## src/rtl/tcc_pkg.sv

```systemverilog
package tcc_pkg;
  typedef enum logic [2:0] {
    CM_IDLE  = 3'd0,
    CM_SWCMP = 3'd1,
    CM_CAP   = 3'd2,
    CM_CMP   = 3'd3,
    CM_BUF   = 3'd4
  } chmode_e;

  typedef enum logic [1:0] {
    ACT_NONE = 2'b00,
    ACT_TOG  = 2'b01,
    ACT_CLR  = 2'b10,
    ACT_SET  = 2'b11
  } pinact_e;

  function automatic chmode_e decode_mode(input logic b, input logic a, input logic [1:0] e);
    if (e == 2'b00) return (a || b) ? CM_SWCMP : CM_IDLE;
    if (b)          return CM_BUF;
    if (a)          return CM_CMP;
    return CM_CAP;
  endfunction
endpackage

```

## src/rtl/tcc_edge_sync.sv

```systemverilog
module tcc_edge_sync #(
  parameter int STAGES = 2
) (
  input  logic       clk,
  input  logic       rst_n,
  input  logic       pin_in,
  input  logic [1:0] edge_sel,
  output logic       hit
);
  logic [STAGES-1:0] sync_q;
  logic              prev_q;

  genvar g;
  generate
    for (g = 0; g < STAGES; g++) begin : g_stage
      if (g == 0) begin : g_first
        always_ff @(posedge clk or negedge rst_n)
          if (!rst_n) sync_q[0] <= 1'b0;
          else        sync_q[0] <= pin_in;
      end else begin : g_next
        always_ff @(posedge clk or negedge rst_n)
          if (!rst_n) sync_q[g] <= 1'b0;
          else        sync_q[g] <= sync_q[g-1];
      end
    end
  endgenerate

  always_ff @(posedge clk or negedge rst_n)
    if (!rst_n) prev_q <= 1'b0;
    else        prev_q <= sync_q[STAGES-1];

  logic rise, fall;
  assign rise = sync_q[STAGES-1] & ~prev_q;
  assign fall = ~sync_q[STAGES-1] & prev_q;
  assign hit  = (edge_sel[0] & rise) | (edge_sel[1] & fall);
endmodule

```

## src/rtl/tcc_decode.sv

```systemverilog
module tcc_decode
  import tcc_pkg::*;
(
  input  logic [3:0] ctl,
  output chmode_e    mode,
  output logic       owned,
  output logic       drive,
  output logic       partner_rel
);
  always_comb begin
    mode        = decode_mode(ctl[3], ctl[2], ctl[1:0]);
    owned       = (mode == CM_CAP) || (mode == CM_CMP) || (mode == CM_BUF);
    drive       = (mode == CM_CMP) || (mode == CM_BUF);
    partner_rel = ctl[3];
  end
endmodule

```

## src/rtl/tcc_buffer.sv

```systemverilog
module tcc_buffer #(
  parameter int CNT_W = 16
) (
  input  logic             clk,
  input  logic             rst_n,
  input  logic             wr0,
  input  logic             wr1,
  input  logic             ovf,
  input  logic [CNT_W-1:0] reg0,
  input  logic [CNT_W-1:0] reg1,
  output logic [CNT_W-1:0] active
);
  logic last_one;

  always_ff @(posedge clk or negedge rst_n)
    if (!rst_n)   last_one <= 1'b0;
    else if (wr1) last_one <= 1'b1;
    else if (wr0) last_one <= 1'b0;

  always_ff @(posedge clk or negedge rst_n)
    if (!rst_n)   active <= '0;
    else if (ovf) active <= last_one ? reg1 : reg0;
endmodule

```

## src/rtl/tcc_compare.sv

```systemverilog
module tcc_compare
  import tcc_pkg::*;
#(
  parameter int CNT_W = 16
) (
  input  logic             clk,
  input  logic             rst_n,
  input  chmode_e          mode,
  input  logic [1:0]       edge_f,
  input  logic             mode_a,
  input  logic             run,
  input  logic [CNT_W-1:0] cnt_val,
  input  logic [CNT_W-1:0] cmp_val,
  output logic             match,
  output logic             out_lvl
);
  logic cmp_mode;
  assign cmp_mode = (mode == CM_SWCMP) || (mode == CM_CMP) || (mode == CM_BUF);
  assign match    = cmp_mode && run && (cnt_val == cmp_val);

  always_ff @(posedge clk or negedge rst_n) begin
    if (!rst_n) begin
      out_lvl <= 1'b1;
    end else if (edge_f == 2'b00) begin
      out_lvl <= ~mode_a;
    end else if (match) begin
      unique case (pinact_e'(edge_f))
        ACT_TOG:  out_lvl <= ~out_lvl;
        ACT_CLR:  out_lvl <= 1'b0;
        ACT_SET:  out_lvl <= 1'b1;
        default:  out_lvl <= out_lvl;
      endcase
    end
  end
endmodule

```

## src/rtl/tcc_channel.sv

```systemverilog
module tcc_channel
  import tcc_pkg::*;
#(
  parameter int CNT_W     = 16,
  parameter int SYNC_DEPTH = 2
) (
  input  logic             clk,
  input  logic             rst_n,
  input  logic [CNT_W-1:0] cnt_val,
  input  logic             cnt_run,
  input  logic             cnt_ovf,
  input  logic             ctl_wr,
  input  logic [3:0]       ctl_wdata,
  input  logic             reg_wr,
  input  logic             reg_sel,
  input  logic [CNT_W-1:0] reg_wdata,
  input  logic             flag_clr,
  input  logic             pin_in,
  output logic             pin_out,
  output logic             pin_oe,
  output logic             pin_owned,
  output logic             partner_free,
  output logic             flag,
  output logic [CNT_W-1:0] chan_q,
  output logic [CNT_W-1:0] partner_q
);
  logic [3:0]       ctl_q;
  chmode_e          mode;
  logic             pin_hit, cap_hit, cmp_hit;
  logic             wr_own, wr_partner;
  logic [CNT_W-1:0] buf_active, cmp_val;

  always_ff @(posedge clk or negedge rst_n) begin
    if (!rst_n) begin
      ctl_q <= '0;
    end else if (ctl_wr) begin
      ctl_q[1:0] <= ctl_wdata[1:0];
      if (!cnt_run) ctl_q[3:2] <= ctl_wdata[3:2];
    end
  end

  tcc_decode u_dec (
    .ctl         (ctl_q),
    .mode        (mode),
    .owned       (pin_owned),
    .drive       (pin_oe),
    .partner_rel (partner_free)
  );

  tcc_edge_sync #(.STAGES(SYNC_DEPTH)) u_sync (
    .clk      (clk),
    .rst_n    (rst_n),
    .pin_in   (pin_in),
    .edge_sel (ctl_q[1:0]),
    .hit      (pin_hit)
  );
  assign cap_hit = pin_hit && (mode == CM_CAP);

  assign wr_own     = reg_wr && !reg_sel;
  assign wr_partner = reg_wr &&  reg_sel;

  always_ff @(posedge clk or negedge rst_n)
    if (!rst_n)       chan_q <= '0;
    else if (cap_hit) chan_q <= cnt_val;
    else if (wr_own)  chan_q <= reg_wdata;

  always_ff @(posedge clk or negedge rst_n)
    if (!rst_n)          partner_q <= '0;
    else if (wr_partner) partner_q <= reg_wdata;

  tcc_buffer #(.CNT_W(CNT_W)) u_buf (
    .clk    (clk),
    .rst_n  (rst_n),
    .wr0    (wr_own),
    .wr1    (wr_partner),
    .ovf    (cnt_ovf),
    .reg0   (chan_q),
    .reg1   (partner_q),
    .active (buf_active)
  );
  assign cmp_val = ctl_q[3] ? buf_active : chan_q;

  tcc_compare #(.CNT_W(CNT_W)) u_cmp (
    .clk     (clk),
    .rst_n   (rst_n),
    .mode    (mode),
    .edge_f  (ctl_q[1:0]),
    .mode_a  (ctl_q[2]),
    .run     (cnt_run),
    .cnt_val (cnt_val),
    .cmp_val (cmp_val),
    .match   (cmp_hit),
    .out_lvl (pin_out)
  );

  always_ff @(posedge clk or negedge rst_n)
    if (!rst_n)                 flag <= 1'b0;
    else if (cap_hit | cmp_hit) flag <= 1'b1;
    else if (flag_clr)          flag <= 1'b0;
endmodule

```

## config.mk

```make
export PLATFORM = sky130hd
export DESIGN_NAME = tcc_channel
export DESIGN_NICKNAME = d
export VERILOG_FILES = /design/src/rtl/tcc_pkg.sv /design/src/rtl/tcc_edge_sync.sv /design/src/rtl/tcc_decode.sv /design/src/rtl/tcc_buffer.sv /design/src/rtl/tcc_compare.sv /design/src/rtl/tcc_channel.sv
export SDC_FILE = /design/constraint.sdc
export NUM_CORES = 1
export LEC_CHECK = 0
export BUFFER_PORTS_ARGS = -buffer_cell sky130_fd_sc_hd__buf_2
export CAP_MARGIN = 10
export CORE_MARGIN = 2
export CORE_UTILIZATION = 56
export DETAILED_ROUTE_END_ITERATION = 6
export PLACE_DENSITY = 0.83
export SLEW_MARGIN = 30
export SYNTH_ARGS = -nofsm -noshare
export SYNTH_HDL_FRONTEND = slang
export SYNTH_SLANG_ARGS = --single-unit
```

## constraint.sdc

```tcl
create_clock -name clk -period 4.12 [get_ports clk]
set_clock_uncertainty 0.15 [all_clocks]
set_input_delay 0.206 -clock clk [delete_from_list [all_inputs] [get_ports clk]]
set_output_delay 0.206 -clock clk [all_outputs]
set_load 0.02 [all_outputs]
```

==> impl_metrics.csv, run 1 <==
group,metric,value,unit
power_and_ir_drop,pwr-share-seq,41.5,%
synthesis,async_flop_share,100,%
power_and_ir_drop,p_int,1300,uW
global_route,grt_overflow,0,
timing,period_needed,2290,ps
routing,via_per_inst,5.26,
setup_path,crit_type,"reg -> reg",
power_and_ir_drop,clockPowerShare,32.7,%
power_and_ir_drop,p_per_area,479,nW/um2
synthesis,ys_top_cells_by_area,"dfrtp_1, mux2i_1, mux2_2",
timing,whs,24.8,ps
setup_path,cp_data_arrival_time,2370,ps
setup_path,crit-reg2reg-launch,"ctl_q[3]$_DFFE_PN0P_",
setup_path,reg2regPathDepth,6,
power_and_ir_drop,combPwrFrac,25.8,%
timing,slew_violations,0,
timing,period_share,55.5,%
setup_path,critPathSlowestCell,"dfrtp_2",
routing,first_pass_iters,4,
synthesis,synth.most_common_cell,"dfrtp_1",
routing,routed_wl,7.23,mm
power_and_ir_drop,leakagePower,0.00182,uW
synthesis,synth.top_cell.area_share,50.3,%
global_route,grt-busiest-layer,"met2",
setup_path,crit_required,4210,ps
power_and_ir_drop,ir_drop,0.321,mV
synthesis,ys_seq_elements,58,
global_route,antenna_found_initial,0,
finish,fill_cells,304,
hold_path,min_path_type,"in -> reg",
floorplan,io_pins,82,
timing,fmax,437,MHz
global_route,globalRouteTotalUtil,27.5,%
finish,drive_above_1_share,31.9,%
finish,seq_area,1450,um2
synthesis,synth_area_leader_cell,"dfrtp_1",
setup_path,worstPathCellList,"mux2i_1 -> xnor2_1 -> nor4_1 -> nand3_1 -> o31a_1 -> a22oi_1",
setup_path,worstSetupEndpointType,"register",
synthesis,syn_area_per_cell,11.2,um2
synthesis,synth_fp_nets,301,
clock_network,clkSlewWorstSetupHoldPaths,60,ps
finish,syn_to_final_growth,38.6,%
routing,drc_errors,0,
synthesis,synthCells,254,
synthesis,synth_commonest_cells,"dfrtp_1, mux2i_1, o21ai_0, nand2_1, nor2_1",
routing,routedWlPerCell,16.1,um
clock_network,cts_root_buf,"clkbuf_8",
floorplan,die_x,75.2,um
timing,relSlewSlack,36.1,%
clock_network,cts-resized-gates,0,
finish,n_antenna_cell,0,
timing,finalHoldViolCount,0,
timing,layout_setup_ws,1830,ps
global_route,grt_max_degree,59,
setup_path,slowest_delay,710,ps
clock_network,insertion_delay,320,ps
placed_design,place_ws,1560,ps
routing,drtIter0Drc,124,
setup_path,startpoint,"ctl_q[3]$_DFFE_PN0P_",
global_route,grtUsageMet3,7.23,%
finish,fin_util,81.6,%
clock_network,cts_buffers,9,
clock_network,clock_path_buffers,2,
placed_design,place_area,3290,um2
global_route,met1_usage,33.2,%
floorplan,dieArea,5650,um2
hold_path,whs_path_depth,3,
finish,multi_input_area,1290,um2
global_route,use_met2,47.3,%
clock_network,htreeDepth,3,
synthesis,synth_edf_count,0,
synthesis,synth_area,2840,um2
global_route,grt_pass1_wl,11.4,mm
timing,rsz0062_at_grt,"false",
floorplan,core_area,4820,um2
timing,worst_pin_slew,958,ps
timing,tns,0,ps
synthesis,synth.distinct_cells,24,
clock_network,cts_tree,"done",
clock_network,cts.sinks,58,
placed_design,place_hpwl,4.49,mm
synthesis,ys_warn_count,0,
outcome,outcome,"finished, final reports clean",
routing,num_vias,2360,
timing,setup_viol,0,
synthesis,synth_flop_cell,"dfrtp_1",
job,drv_cap,0,
finish,nNetsFinal,424,
hold_path,hp-start,"cnt_val[15]",
power_and_ir_drop,p_switching,582,uW
floorplan,core.rowCount,25,
routing,ant_nets,0,
setup_path,startpoint_type,"register",
global_route,grt_pass1_vias,2456,
floorplan,die_y,75.2,um
floorplan,start_util,58.9,%
finish,final_cell_area,3930,um2
power_and_ir_drop,switching_share,30.9,%
setup_path,crit_path_max_fanout,21,
synthesis,ys_seq_area_share,51.2,%
placed_design,io_buffers,81,
placed_design,routabilityCongestion,0.824,
-- worst paths after layout --
path	endpoint	slack [ps]
setup reg to reg	u_cmp.out_lvl$_DFFE_PN1P_	1830
hold reg to reg	u_sync.sync_q[1]$_DFF_PN0_	210
min in group asynchronous	u_sync.prev_q$_DFF_PN0_	420
hold / removal	chan_q[15]$_DFFE_PN0P_	20
max in group asynchronous	ctl_q[3]$_DFFE_PN0P_	2900
setup / recovery	u_cmp.out_lvl$_DFFE_PN1P_	1830
-- through the flow --
step | instances | power (uW)
3_5_place_dp | 392 | 1240
3_3_place_gp | 392 | 1220
5_1_grt | 449 | 1980
4_1_cts | 449 | 1890
2_1_floorplan | 254 | 1080
6_report | 449 | 1880
-- worst max-delay path, delay by kind of cell, from the launching register on --
| family | cells | cell delay, ps |
|---|---|---|
| xor+xnor | 1 | 90 |
| mux | 1 | 280 |
| flops | 1 | 710 |
| simple gates | 2 | 470 |
| compound gates | 2 | 490 |
-- layout by cell type (no fill, tap or decap) --
cell type / instances
clkbuf_1: 1
buf_4: 3
nor2_1: 19
o31a_1: 1
nand3_1: 2
nor4_1: 3
a31oi_1: 1
dfstp_2: 1
dfrtp_2: 1
xor2_1: 1
bufinv_16: 3
buf_2: 81
nor4_2: 1
a22oi_1: 2
and2b_2: 1
clkinv_2: 3
ha_1: 2
inv_1: 7
clkbuf_8: 9
nor2b_1: 1
nor3_1: 2
dfrtp_1: 56
dlygate4sd3_1: 41
nor2b_4: 1
mux2_2: 18
a21oi_1: 18
xnor2_1: 16
mux2i_1: 47
nand2_1: 19
o21ai_0: 21
-- power by group through the flow --
stage	combinational, uW	clock [uW]	sequential [uW]
final	487	616	782
after global placement	434	0	781
after CTS	486	628	779
after detailed placement	451	0	786
after floorplan	250	0	825
after global routing	534	650	794
-- state kept, by name, summed over array words and instances (netlist names) --
signal          count
chan_q             16
partner_q          16
u_buf.active       16
ctl_q               4
u_sync.sync_q       2
flag                1
u_buf.last_one      1
u_cmp.out_lvl       1
u_sync.prev_q       1
-- logic make-up (layout without fill, tap and decap cells) --
group / after synthesis / count (layout) / synth area share (%)
simple gates: 49 / 49 / 7.37
fa+ha+maj: 2 / 2 / 0.882
compound gates: 43 / 43 / 7.94
flops: 58 / 58 / 51.2
mux: 65 / 65 / 23.7
buf+inv: 20 / 148 / 3.57
xor+xnor: 17 / 17 / 5.25
-- layer usage --
layer | up-vias | wire length, um
li1 | 1131 | -
met1 | 1131 | 3020
met2 | 86 | 3720
met3 | 12 | 356
met4 | 0 | 133
met5 | - | 0
-- layout make-up --
cell class / instances / area share (%)
flip-flops and latches: 58 / 37.0
multi-input cells: 176 / 33.0
repair buffers: 125 / 21.3
clock buffers: 10 / 3.25
clock inverters: 6 / 2.67
well taps: 67 / 2.13
inverters: 7 / 0.669
-- repair_timing --
item | in CTS | in global routing
hold buffers | 41 | 0
endpoints found under the hold margin | 94 | 0
setup buffers | 0 | 0
(Power assumes the default switching activity.)
==> run 2, diff against run 1 <==
CORE_UTILIZATION = 47   (was 56)
PLACE_DENSITY = 0.74   (was 0.83)
clock period = 1.9 ns   (was 4.12 ns; I/O delays follow)
==> impl_metrics.csv, run 2 (synthesis gave the netlist of run 1 again) <==
group,metric,value,unit
outcome,outcome,"finished with violations",
outcome,failed_checks,"setup timing",
clock_network,cts_tree,"done",
timing,finalHoldViolCount,0,
routing,first_pass_iters,5,
setup_path,slowest_delay,500,ps
setup_path,startpoint,"ctl_q[3]$_DFFE_PN0P_",
placed_design,io_buffers,81,
floorplan,core.rowCount,28,
finish,fin_util,69.9,%
placed_design,place_area,3390,um2
power_and_ir_drop,p_total,4010,uW
timing,worst_pin_slew,556,ps
placed_design,place_hpwl,4.80,mm
timing,period_share,110,%
global_route,grtUsageMet3,5.27,%
global_route,grt-busiest-layer,"met2",
global_route,grt_overflow,0,
timing,period_needed,2090,ps
clock_network,insertion_delay,340,ps
placed_design,routabilityCongestion,0.752,
routing,num_vias,2368,
setup_path,cp_data_arrival_time,2210,ps
timing,whs,104,ps
finish,final_cell_mix,"buf_2, dfrtp_1, mux2i_1, dlygate4sd3_1",
global_route,grt_pass1_vias,2334,
setup_path,cp_top_family,"flip-flops",
setup_path,reg2regPathDepth,7,
floorplan,core_area,5890,um2
global_route,antenna_found_initial,0,
floorplan,start_util,48.2,%
setup_path,crit_type,"reg -> reg",
setup_path,worstSetupEndpointType,"register",
timing,tns,-260,ps
timing,fmax,478,MHz
global_route,grt_pass1_wl,11.7,mm
job,drv_cap,0,
setup_path,cp_num_cells,7,
routing,ant_nets,0,
power_and_ir_drop,p_per_area,974,nW/um2
finish,top_regs,"chan_q: 16 flops, partner_q: 16 flops, u_buf.active: 16 flops",
timing,relSlewSlack,62.9,%
finish,final_cell_area,4110,um2
setup_path,crit_buf_inv,1,
floorplan,die_x,81.7,um
timing,layout_setup_ws,-190,ps
clock_network,clock_path_buffers,2,
routing,drtIter0Drc,144,
finish,n_antenna_cell,0,
finish,fill_cells,448,
power_and_ir_drop,leakagePower,0.00189,uW
hold_path,min_path_type,"in -> reg",
timing,rsz0062_at_grt,"true",
global_route,grt_max_degree,33,
clock_network,cts_root_buf,"clkbuf_8",
setup_path,crit_path_max_fanout,8,
clock_network,cts.sinks,58,
clock_network,clkSlewWorstSetupHoldPaths,70,ps
routing,routedWlPerCell,15.6,um
setup_path,critPathCapture,"u_cmp.out_lvl$_DFFE_PN1P_",
floorplan,dieArea,6670,um2
finish,syn_to_final_growth,45.1,%
routing,routed_wl,7.40,mm
setup_path,crit_required,2020,ps
routing,via_per_inst,4.99,
finish,drive_above_1_share,35.0,%
setup_path,startpoint_type,"register",
finish,nNetsFinal,442,
finish,final_common_cell,"buf_2",
hold_path,whs_path_depth,3,
setup_path,crit-reg2reg-launch,"ctl_q[3]$_DFFE_PN0P_",
setup_path,worstPathCellList,"buf_12 -> mux2i_2 -> xnor2_1 -> nor4_1 -> nand3_1 -> o31a_1 -> a22oi_1",
timing,setup_viol,2,
power_and_ir_drop,ir_drop,0.826,mV
floorplan,die_y,81.7,um
global_route,globalRouteTotalUtil,23.8,%
routing,drc_errors,0,
timing,slew_violations,0,
global_route,use_met2,38.9,%
setup_path,ff2ff_setup_slack,-190,ps
setup_path,r2r_end,"u_cmp.out_lvl$_DFFE_PN1P_",
global_route,met1_usage,30.9,%
clock_network,cts_buffers,9,
clock_network,htreeDepth,3,
floorplan,io_pins,82,
setup_path,critPathSlowestCell,"dfrtp_4",
==> run 2: layer usage <==
metal,wire [um],up-vias
met5,0,-
li1,-,1163
met4,125,0
met3,344,11
met1,3300,1123
met2,3630,71
==> run 2: repair_timing <==
action                     4_1_cts  5_1_grt
hold endpoints to repair        83        1
setup buffers                    3        1
resized for setup                3        6
hold buffers                    46        1
setup endpoints to repair        2       17
pin swaps                        2        2
gates cloned                     0        0
==> run 2: how the worst min path moves through the flow <==
stage                       start                            to  slack, ps
final                     reg_sel    u_buf.last_one$_DFFE_PN0P_        100
after global routing      reg_sel    u_buf.last_one$_DFFE_PN0P_        140
after CTS                 cnt_ovf  u_buf.active[13]$_DFFE_PN0P_        100
after detailed placement    rst_n   u_buf.active[6]$_DFFE_PN0P_        -40
after global placement      rst_n   u_buf.active[6]$_DFFE_PN0P_        -40
after floorplan             rst_n         chan_q[0]$_DFFE_PN0P_       -350
==> run 2: final cells by class <==
class                   count  area (um2)  share of cell area (%)
clock buffers              11         151                    3.68
clock inverters             5        52.6                    1.28
inverters                   7        26.3                   0.639
multi-input cells         176        1300                    31.6
flip-flops and latches     58        1460                    35.4
well taps                  75        93.8                    2.28
repair buffers            143        1030                    25.1
==> run 2: where the power goes <==
part | leakage, uW | switching (uW) | internal [uW] | total [uW]
Sequential | 0.000676 | 198 | 1460 | 1660
Clock | 0.000105 | 510 | 670 | 1180
Combinational | 0.00111 | 597 | 572 | 1170
==> run 2: worst reg2reg max path: stages (launching register included) <==
cell and delay [ps]:
dfrtp_4 500, buf_12 160, mux2i_2 150, xnor2_1 140
nor4_1 320, nand3_1 180, o31a_1 270, a22oi_1 140
==> run 2: metrics by stage <==
| step | worst slack [ps] | cells |
|---|---|---|
| floorplan | -28.8 | 254 |
| CTS | -149 | 475 |
| finish | -190 | 475 |
| global route | -270 | 475 |
| detailed placement | -183 | 410 |
| global placement | -142 | 410 |
==> run 3, diff against run 2 <==
BUFFER_PORTS_ARGS = default   (was -buffer_cell sky130_fd_sc_hd__buf_2)
CORE_UTILIZATION = 56   (was 47)
DONT_BUFFER_PORTS = 1   (was default)
==> impl_metrics.csv, run 3 (synthesis gave the netlist of run 1 again) <==
group,metric,value,unit
clock_network,cts_buffers,9,
global_route,grt_overflow,0,
placed_design,io_buffers,0,
clock_network,htreeDepth,3,
floorplan,core.rowCount,25,
routing,routedWlPerCell,17.9,um
clock_network,cts_root_buf,"clkbuf_8",
finish,final_common_cell,"dfrtp_1",
setup_path,startpoint_type,"register",
timing,slew_violations,0,
floorplan,die_y,75.2,um
floorplan,dieArea,5650,um2
routing,first_pass_iters,6,
global_route,grt_pass1_vias,2220,
hold_path,min_path_type,"in -> reg",
clock_network,insertion_delay,330,ps
clock_network,clock_path_buffers,2,
setup_path,r2r_end,"u_cmp.out_lvl$_DFFE_PN1P_",
power_and_ir_drop,ir_drop,0.720,mV
global_route,grt_max_degree,59,
placed_design,place_area,3080,um2
setup_path,startpoint,"ctl_q[3]$_DFFE_PN0P_",
placed_design,place_hpwl,4.47,mm
global_route,grt_pass1_wl,10.8,mm
finish,drive_above_1_share,22.3,%
timing,finalHoldViolCount,0,
routing,m1WireLength,2.98,mm
routing,via_per_inst,5.47,
routing,drtIter0Drc,154,
finish,final_cell_mix,"dfrtp_1, dlygate4sd3_1, mux2i_1",
job,drv_cap,0,
timing,period_share,109,%
setup_path,worstSetupEndpointType,"register",
power_and_ir_drop,p_total,3860,uW
routing,drc_errors,0,
global_route,globalRouteTotalUtil,26.7,%
finish,syn_to_final_growth,34.2,%
timing,rsz0062_at_grt,"true",
finish,fin_util,79.0,%
power_and_ir_drop,leakagePower,0.00163,uW
routing,routed_wl,7.13,mm
timing,fmax,481,MHz
setup_path,cp_data_arrival_time,2190,ps
clock_network,clkSlewWorstSetupHoldPaths,60,ps
setup_path,crit-reg2reg-launch,"ctl_q[3]$_DFFE_PN0P_",
routing,num_vias,2181,
outcome,outcome,"finished with violations",
routing,routed-wl-met3,493,um
setup_path,crit_type,"reg -> reg",
setup_path,ff2ff_setup_slack,-180,ps
clock_network,cts.sinks,58,
finish,nNetsFinal,374,
placed_design,routabilityCongestion,0.758,
finish,top_regs,"chan_q: 16 flops, partner_q: 16 flops, u_buf.active: 16 flops",
floorplan,start_util,58.9,%
floorplan,core_area,4820,um2
timing,period_needed,2080,ps
timing,layout_setup_ws,-180,ps
setup_path,reg2regPathDepth,8,
floorplan,die_x,75.2,um
power_and_ir_drop,p_per_area,1010,nW/um2
setup_path,crit_path_max_fanout,5,
power_and_ir_drop,pwr-share-seq,44.6,%
finish,final_cell_area,3800,um2
setup_path,critPathCapture,"u_cmp.out_lvl$_DFFE_PN1P_",
floorplan,io_pins,82,
clock_network,cts_tree,"done",
routing,route.top_layer_used,"met4",
power_and_ir_drop,switching_share,32.9,%
power_and_ir_drop,clockPowerShare,27.2,%
global_route,antenna_found_initial,0,
routing,wl_met2,3.57,mm
setup_path,crit_required,2010,ps
hold_path,whs_path_depth,4,
timing,worst_pin_slew,547,ps
outcome,failed_checks,"setup timing",
timing,relSlewSlack,63.5,%
timing,setup_viol,1,
power_and_ir_drop,p_switching,1270,uW
power_and_ir_drop,combPwrFrac,28.2,%
routing,ant_nets,0,
power_and_ir_drop,p_int,2590,uW
finish,n_antenna_cell,0,
run 3: cell types whose count changed in the layout (fill, tap and decap cells not counted), moves of 2 or more:
| cell | previous run | this run |
|---|---|---|
| buf_6 | 3 | 1 |
| clkbuf_1 | 0 | 2 |
| nor4_2 | 1 | 3 |
| nor4_1 | 3 | 1 |
| mux2i_1 | 45 | 43 |
| o21ai_0 | 19 | 21 |
| buf_2 | 81 | 1 |
| buf_4 | 11 | 25 |
run 3: per-stage QoR:
stage	hold WS (ps)	cells	setup slack, ps	TNS, ps
after floorplan	-351	254	-28.8	-28.8
after global placement	-349	335	-195	-195
final	5.34	399	-180	-180
after global routing	24.4	399	-291	-347
after CTS	-278	398	-143	-143
after detailed placement	-350	335	-246	-259
run 3: final cells by class:
class | instances | area, um2
inverter | 7 | 26.3
fill | 322 | 1010
timing repair buffer | 75 | 732
sequential | 58 | 1450
clock inverter | 2 | 10.0
tap | 67 | 83.8
multi-input combinational | 176 | 1330
clock buffer | 14 | 173
run 3: worst min path at each step:
| stage | from | end | slack (ps) |
|---|---|---|---|
| floorplan | rst_n | chan_q[0]$_DFFE_PN0P_ | -350 |
| global placement | rst_n | partner_q[12]$_DFFE_PN0P_ | -350 |
| finish | cnt_val[14] | flag$_DFFE_PN0P_ | 5 |
| detailed placement | rst_n | partner_q[12]$_DFFE_PN0P_ | -350 |
| global route | cnt_val[10] | flag$_DFFE_PN0P_ | 20 |
| CTS | cnt_val[14] | chan_q[14]$_DFFE_PN0P_ | -280 |
run 3: what timing repair did:
action | in CTS | in global routing
gates resized for setup | 2 | 6
pin swaps | 3 | 2
hold buffers | 45 | 1
hold endpoints to repair | 114 | 1
endpoints found under the setup margin | 2 | 2
setup buffers | 2 | 0
run 3: power groups by stage:
stage	Clock [uW]	Sequential (uW)	Combinational, uW
floorplan	0	1790	545
global placement	0	1730	855
detailed placement	0	1740	879
CTS	1060	1700	1050
global route	1130	1750	1180
finish	1050	1720	1090
run 3: critical path: stages, from the launching register on:
cell and delay, ps:
dfrtp_2 430, buf_12 150, buf_12 120, mux2i_2 140
xnor2_1 140, nor4_2 320, nand3_1 160, o31a_1 250
a22oi_1 140
run 3: per-layer routing:
| layer | up-vias | track usage [%] |
|---|---|---|
| met2 | 84 | 44.4 |
| met3 | 8 | 8.84 |
| li1 | 1027 | - |
| met1 | 1062 | 33.1 |
| met5 | - | 0 |
| met4 | 0 | 8.77 |
